===== config.mk =====
export PLATFORM = sky130hd
export DESIGN_NAME = bus_clk_stretch
export DESIGN_NICKNAME = d
export VERILOG_FILES = /design/src/rtl/bcs_pkg.sv /design/src/rtl/bcs_sequencer.sv /design/src/rtl/bcs_strobes.sv /design/src/rtl/bus_clk_stretch.sv
export SDC_FILE = /design/constraint.sdc
export NUM_CORES = 1
export LEC_CHECK = 0
export ABC_AREA = 1
export BUFFER_PORTS_ARGS = -buffer_cell sky130_fd_sc_hd__clkbuf_2
export CORE_AREA = 8 8 45 47
export CTS_BUF_LIST = sky130_fd_sc_hd__clkbuf_2
export CTS_CLUSTER_SIZE = 14
export DETAILED_ROUTE_END_ITERATION = 10
export DIE_AREA = 0 0 53 55
export PLACE_DENSITY = 0.37
export SYNTH_ARGS = -nofsm -noshare
export SYNTH_HDL_FRONTEND = slang
export SYNTH_SLANG_ARGS = --single-unit

===== constraint.sdc =====
create_clock -name clk -period 1.53 [get_ports clk]
set_input_delay 0.2295 -clock clk [delete_from_list [all_inputs] [get_ports clk]]
set_output_delay 0.2295 -clock clk [all_outputs]
set_load 0.05 [all_outputs]

===== src/rtl/bcs_pkg.sv =====
package bcs_pkg;

    // Position inside one bus cycle; each step is one oscillator half-period.
    typedef enum logic [1:0] {
        PH_LOW    = 2'd0,   // bus clock low, oscillator low
        PH_HIGH   = 2'd1,   // bus clock high, oscillator high
        PH_STR_LO = 2'd2,   // stretch: oscillator low, bus clock held high
        PH_STR_HI = 2'd3    // stretch: oscillator high, last high half-period
    } phase_e;

    typedef struct packed {
        logic fast_n;
        logic slow_n;
    } strobe_t;

    localparam strobe_t STROBE_IDLE = '{fast_n: 1'b1, slow_n: 1'b1};

    function automatic logic clk_high(input phase_e ph);
        return ph != PH_LOW;
    endfunction

    function automatic logic in_stretch(input phase_e ph);
        return (ph == PH_STR_LO) || (ph == PH_STR_HI);
    endfunction

endpackage


===== src/rtl/bcs_sequencer.sv =====
module bcs_sequencer
    import bcs_pkg::*;
(
    input  logic   clk,
    input  logic   rst,
    input  logic   wait_req,
    output phase_e phase_q,
    output phase_e phase_d,
    output logic   stretch_q
);

    logic stretch_d;

    always_comb begin
        phase_d   = phase_q;
        stretch_d = stretch_q;
        unique case (phase_q)
            PH_LOW: begin
                phase_d   = PH_HIGH;
                stretch_d = wait_req;       // the only sampling point
            end
            PH_HIGH:   phase_d = stretch_q ? PH_STR_LO : PH_LOW;
            PH_STR_LO: begin
                phase_d   = PH_STR_HI;
                stretch_d = 1'b0;           // one wait state per request
            end
            PH_STR_HI: phase_d = PH_LOW;
            default:   phase_d = PH_LOW;
        endcase
    end

    always_ff @(posedge clk) begin
        if (rst) begin
            phase_q   <= PH_LOW;
            stretch_q <= 1'b0;
        end else begin
            phase_q   <= phase_d;
            stretch_q <= stretch_d;
        end
    end

    // no stretch survives into the next bus cycle
    p_stretch_clears_r8: assert property (@(posedge clk) disable iff (rst)
        (phase_q == PH_STR_HI) |=> (phase_q == PH_LOW) && !stretch_q);

endmodule


===== src/rtl/bcs_strobes.sv =====
module bcs_strobes
    import bcs_pkg::*;
(
    input  logic    clk,
    input  logic    rst,
    input  logic    rd_wr_n,
    input  phase_e  phase_q,
    input  phase_e  phase_d,
    output strobe_t strobe_q
);

    logic    wr_q;
    logic    wr_d;
    strobe_t strobe_d;

    // Direction is captured as the bus clock rises and held for the cycle.
    always_comb begin
        wr_d            = (phase_q == PH_LOW) ? !rd_wr_n : wr_q;
        strobe_d.fast_n = !(clk_high(phase_d) && wr_d);
        strobe_d.slow_n = !(in_stretch(phase_d) && wr_d);
    end

    always_ff @(posedge clk) begin
        if (rst) begin
            wr_q     <= 1'b0;
            strobe_q <= STROBE_IDLE;
        end else begin
            wr_q     <= wr_d;
            strobe_q <= strobe_d;
        end
    end

    // the slow strobe is only active while the fast one is
    p_slow_within_fast_r6: assert property (@(posedge clk) disable iff (rst)
        !strobe_q.slow_n |-> !strobe_q.fast_n);

endmodule


===== src/rtl/bus_clk_stretch.sv =====
module bus_clk_stretch
    import bcs_pkg::*;
(
    input  logic clk,
    input  logic rst,
    input  logic wait_req,
    input  logic rd_wr_n,
    output logic cpu_clk,
    output logic wr_fast_n,
    output logic wr_slow_n
);

    phase_e  phase_q;
    phase_e  phase_d;
    logic    stretch_q;
    strobe_t strobe_q;
    logic    cpu_clk_q;

    bcs_sequencer u_seq (
        .clk       (clk),
        .rst       (rst),
        .wait_req  (wait_req),
        .phase_q   (phase_q),
        .phase_d   (phase_d),
        .stretch_q (stretch_q)
    );

    bcs_strobes u_stb (
        .clk      (clk),
        .rst      (rst),
        .rd_wr_n  (rd_wr_n),
        .phase_q  (phase_q),
        .phase_d  (phase_d),
        .strobe_q (strobe_q)
    );

    // Registered output: the clock seen outside never carries a decode glitch.
    always_ff @(posedge clk) begin
        if (rst) cpu_clk_q <= 1'b0;
        else     cpu_clk_q <= clk_high(phase_d);
    end

    assign cpu_clk   = cpu_clk_q;
    assign wr_fast_n = strobe_q.fast_n;
    assign wr_slow_n = strobe_q.slow_n;

    // reset idles every output
    p_reset_idle_r1: assert property (@(posedge clk)
        rst |=> !cpu_clk && wr_fast_n && wr_slow_n);

    // an unrequested high phase lasts one period
    p_plain_high_r2: assert property (@(posedge clk) disable iff (rst)
        $rose(cpu_clk) && !$past(wait_req) |=> !cpu_clk);

    // a requested high phase continues for two more periods
    p_stretched_high_r3: assert property (@(posedge clk) disable iff (rst)
        $rose(cpu_clk) && $past(wait_req) |=> cpu_clk ##1 cpu_clk);

    // fast strobe follows the sampled direction at the clock rise
    p_fast_at_rise_r5: assert property (@(posedge clk) disable iff (rst)
        $rose(cpu_clk) |-> (wr_fast_n == $past(rd_wr_n)));

    // slow strobe is never active in the first high period
    p_slow_late_r6: assert property (@(posedge clk) disable iff (rst)
        $rose(cpu_clk) |-> wr_slow_n);

    // never more than three high periods in a row
    p_high_max_r8: assert property (@(posedge clk) disable iff (rst)
        cpu_clk && $past(cpu_clk) && $past(cpu_clk, 2) |=> !cpu_clk);

    // a low phase is always one period long
    p_low_one_r9: assert property (@(posedge clk) disable iff (rst)
        $fell(cpu_clk) |=> cpu_clk);

endmodule


=== Word level (Yosys, flattened, before mapping) ===
Cells that the tools add are included.

* Flip-flop bits (word level): 7
* Input bits: 4
* Output and inout port bits: 3
* Logic and storage cells: 24

* Equality and inequality tests: 5
* Multiplexer cells: 4
* Reductions and logical operators: 9

{| class="wikitable"
|+ Operators by type and width
! cell !! count
|-
| equality test 2 bit, second input constant || 4
|-
| case mux 2 bit (4 select lines) || 1
|-
| nonzero test 2 bit || 2
|-
| zero test 1 bit || 3
|-
| equality test 2 x 1 -> 1 bit, second input constant || 1
|-
| logical AND 1 bit || 2
|-
| zero test 2 bit || 1
|-
| two-way mux 2 bit || 1
|-
| case mux 1 bit (2 select lines) || 1
|-
| logical OR 1 bit || 1
|-
| two-way mux 1 bit || 1
|}

=== Depth between registers and ports, before layout ===
* Word-level depth: 6
* Mapped depth: 5
* Gate-level depth less buffers: 4

=== Cells and area by module ===
From an unflattened synthesis, not the netlist that was laid out.

* Cell total of the unflattened synthesis: 31
* Area, all modules: 242.7 um^2

{| class="wikitable"
|+ By module, submodules not included
! module !! instances !! cells each !! area each (um^2) !! seq. area each (um^2)
|-
| bcs_sequencer || 1 || 15 || 110.1 || 60.1
|-
| bcs_strobes || 1 || 13 || 105.1 || 60.1
|-
| bus_clk_stretch || 1 || 3 || 27.5 || 20.0
|}

=== Least setup slack after synthesis ===
No wires, ideal clock.

* Path type: register to output
* Start: register cpu_clk_q, in the netlist cpu_clk
* End: output port cpu_clk
* Data arrival time: 587 ps
* Data required time: 1,300 ps
* Slack: 713 ps
* Cell stages (with the launch flop): 1
* Path buffers: 0
* Cells stage by stage: dfxtp_1

{| class="wikitable"
|+ RTL lines
! element !! line !! text
|-
| start, declared || bus_clk_stretch.sv:17 || <nowiki>logic cpu_clk_q;</nowiki>
|-
| start signal, assigned || bus_clk_stretch.sv:40 || <nowiki>else cpu_clk_q <= clk_high(phase_d);</nowiki>
|-
| end, declared || bus_clk_stretch.sv:8 || <nowiki>output logic cpu_clk,</nowiki>
|}

No word-level cell between the ends.

=== Final worst setup path ===
* Start: register cpu_clk_q, in the netlist cpu_clk
* End: output port cpu_clk

No word-level cell between the ends.

==> results.md <==
- Crit Path Class: reg -> out
- Worst skew pair latency: about 0.23 ns
- Worst Path Buf+Inv: 1
- CP max-delay cell: dfxtp_1
- Total Power: 0.000390 W
- Vias: 199
- Post-synthesis cell count: 28
- Synth Flop Type: dfxtp_1
- VDD IR-drop max: 461 uV
- Via density: 3.75
- Max Fclk: 965 MHz
- Syn nets: 32
- Placed Area: 312 um2
- Sw frac: between 20 and 30%
- Die area: slightly below 3000 um2
- # diodes: 0
- Setup ws final: 0.493 ns
- Register area share after synthesis: 51.4%
- Synth Cell Area: 273 um2
- Period utilization: approximately two thirds
- DIE WIDTH: 53 um
- Clock slew at reported path FFs: 0.07 ns
- Post-synthesis cell type count: 14
- Clock Skew: 0.00747 ns
- Outcome: finished, final reports clean
- Crit start category: register
- P_int: 0.000282 W
- Final Hold Fails: 0
- DRC: 0
- Gpl congestion: between 0.7 and 0.8
- CTS root buf: clkbuf_2
- Share of the synthesized area in the top cell type: 51.4%
- IO Pins: 7
- Final setup viols: 0
- Average size of a mapped cell: 9.74 um2
- WL final: 436 um
- Rel. slew slack: 78.1%
- Total Routing Usage GR: between 3 and 4%
- Routed Antenna Nets: 0
- Reg2Reg Depth: 3
- CTS tree: done
- WHS: approximately 0.23 ns
- Area grow syn2layout: 21.6%
- Ranking of synthesized cells by area: dfxtp_1 51%, nand2_1 9.6%, a21oi_4 6.0%
- Post-synth EDFFs: 0
- Initial detailed-routing violation count: 1
- Crit path DAT: 0.81 ns
- Layout Nets: 42
- Buffers on Ports: 6
- Reg power frac: 52.0%
- Largest net degree at the start of global routing: 9
- Post-synthesis compound-gate area fraction: 17.0%
- P_leak: around 0.15 nW
- Crit path depth: 1
- Initial antenna violation count: 0
- Critical-path cell list: clkbuf_2
- Power share of the clock group: 33.7%
- Flop-to-flop setup slack: 0.62 ns
- Row count: 14
- Worst setup EP type: primary output
- PwrDens: 1180 nW/um2
- Grt total ovfl: 0
- Largest family of logic cells by synthesized area: simple AND/OR/NAND/NOR gates
- Crit Path Max Fanout: 1
- Most used routing layer: met3
- Slew Limit Fails: 0
- Layout cells sized above 1: 45.9%
- CTS max path bufs: 2
- Area leader, netlist: dfxtp_1
- Switching power: 0.000108 W
- Initial Util: around a fifth
- Detail Placement HPWL: 349 um
- Synth Area in Simple Gates: 24.8%
- Combinational power share: 14.3%
- HP Start: wait_req
- Post-CTS setup repair buffer count: 0
- Drt wl/cell: approximately 8.2 um
- Setup TNS: 0 ns
- FF-to-FF End: u_stb.strobe_q[1]$_SDFF_PP1_
- Drt pass-1 iters: 2
- Min Tclk post-route: about 1.0 ns
- Die span in y: 55 um
- Core area: 1380 um2
- Flops & latches, synth: 7
- M1 GR Usage: 3.05%
- # H-tree levels: 1
- Critical Path RT: 1.30 ns
- Top post-synthesis cells by count: 7 x dfxtp_1, 7 x nand2_1, 2 x a21oi_1, 2 x nand3_1
- Least-Margin Pin Slew: 0.329 ns
- Hold endpoint: u_seq.stretch_q$_SDFFE_PP0P_
- Unrepaired setup endpoints after global routing: no
- Met2 GRT Util: roughly 5.1%
- CTS Buf Count: 3
- Max cap viols: 0
- Fin area: 332 um2
- XOR/XNOR Fraction of Synth Area: 0%
- Ys async rst share: 0%
- Post-placement setup slack: between 0.6 and 0.7 ns
- Hold Crit Class: in -> reg
- Post_cts resized: 0
- GR Util met3: 6.42%
- First-pass GRT wire length: 717 um
- Post-synthesis mux area share: 0%
- Origin of the critical flop-to-flop path: u_seq.phase_q[0]$_SDFF_PP0_
- CTS sink cnt: 7
- Vias in the first global route: 181
- Adder-cell area share of the yosys netlist: 0%
- Worst path top cell family by delay: flip-flops
- CTS hold repair buffers: 0
- Hold path depth: 3
- Synth warn: 0
- CP peak stage delay: 0.31 ns
## registers in the layout, summed over array words and instances (netlist names)
register,cells
cpu_clk,1
u_seq.phase_q,2
u_stb.strobe_q,2
u_seq.stretch_q,1
u_stb.wr_q,1
## cells by family after synthesis
logic type	count (synthesis)
compound gates	5
buf+inv	3
simple gates	13
flops	7
## placed cells by master (no fill, tap or decap), drive strengths merged
| cell | synthesis | routed |
|---|---|---|
| clkbuf | 0 | 10 |
| nand2 | 7 | 7 |
| dfxtp | 7 | 7 |
| a21oi | 4 | 4 |
| nand3 | 3 | 3 |
| nor2 | 3 | 3 |
| inv | 2 | 2 |
| o21bai | 1 | 1 |
## power by group through the flow
stage / logic, W / clock network (W) / registers (W)
floorplan: 0.0000323 / 0 / 0.000219
detailed placement: 0.0000567 / 0 / 0.000207
global placement: 0.0000572 / 0 / 0.000207
global route: 0.0000620 / 0.000149 / 0.000205
CTS: 0.0000568 / 0.000138 / 0.000203
finish: 0.0000558 / 0.000132 / 0.000203
## worst max-delay path by stage
stage                                            start                           end  slack, ns
after global placement     u_seq.phase_q[0]$_SDFF_PP0_  u_stb.strobe_q[0]$_SDFF_PP1_       0.61
after floorplan                     cpu_clk$_SDFF_PP0_                       cpu_clk       0.71
after global routing      u_stb.strobe_q[0]$_SDFF_PP1_                     wr_slow_n       0.45
after detailed placement   u_seq.phase_q[0]$_SDFF_PP0_  u_stb.strobe_q[1]$_SDFF_PP1_       0.61
after CTS                           cpu_clk$_SDFF_PP0_                       cpu_clk       0.48
final                               cpu_clk$_SDFF_PP0_                       cpu_clk       0.49
## per-stage QoR
stage / instances / util (%)
2_1_floorplan: 28 / -
3_3_place_gp: 49 / 22.5
3_5_place_dp: 49 / 22.5
4_1_cts: 53 / 24.0
5_1_grt: 53 / 24.0
6_report: 53 / 24.0
## area by class of cell
cell class | instances | area, um2
Sequential cell | 7 | 140
Fill cell | 160 | 1050
Tap cell | 16 | 20.0
Inverter | 2 | 7.51
Clock buffer | 4 | 20.0
Timing Repair Buffer | 6 | 30.0
Multi-Input combinational cell | 18 | 114
## metal layers
layer / part of all wire (%) / vias to the layer above / routed length (um)
li1: - / 107 / -
met1: 38 / 85 / 165
met2: 42 / 7 / 184
met3: 20 / 0 / 86
met4: 0 / 0 / 0
met5: 0 / - / 0
Note: power is estimated with default switching activity, not from simulation.
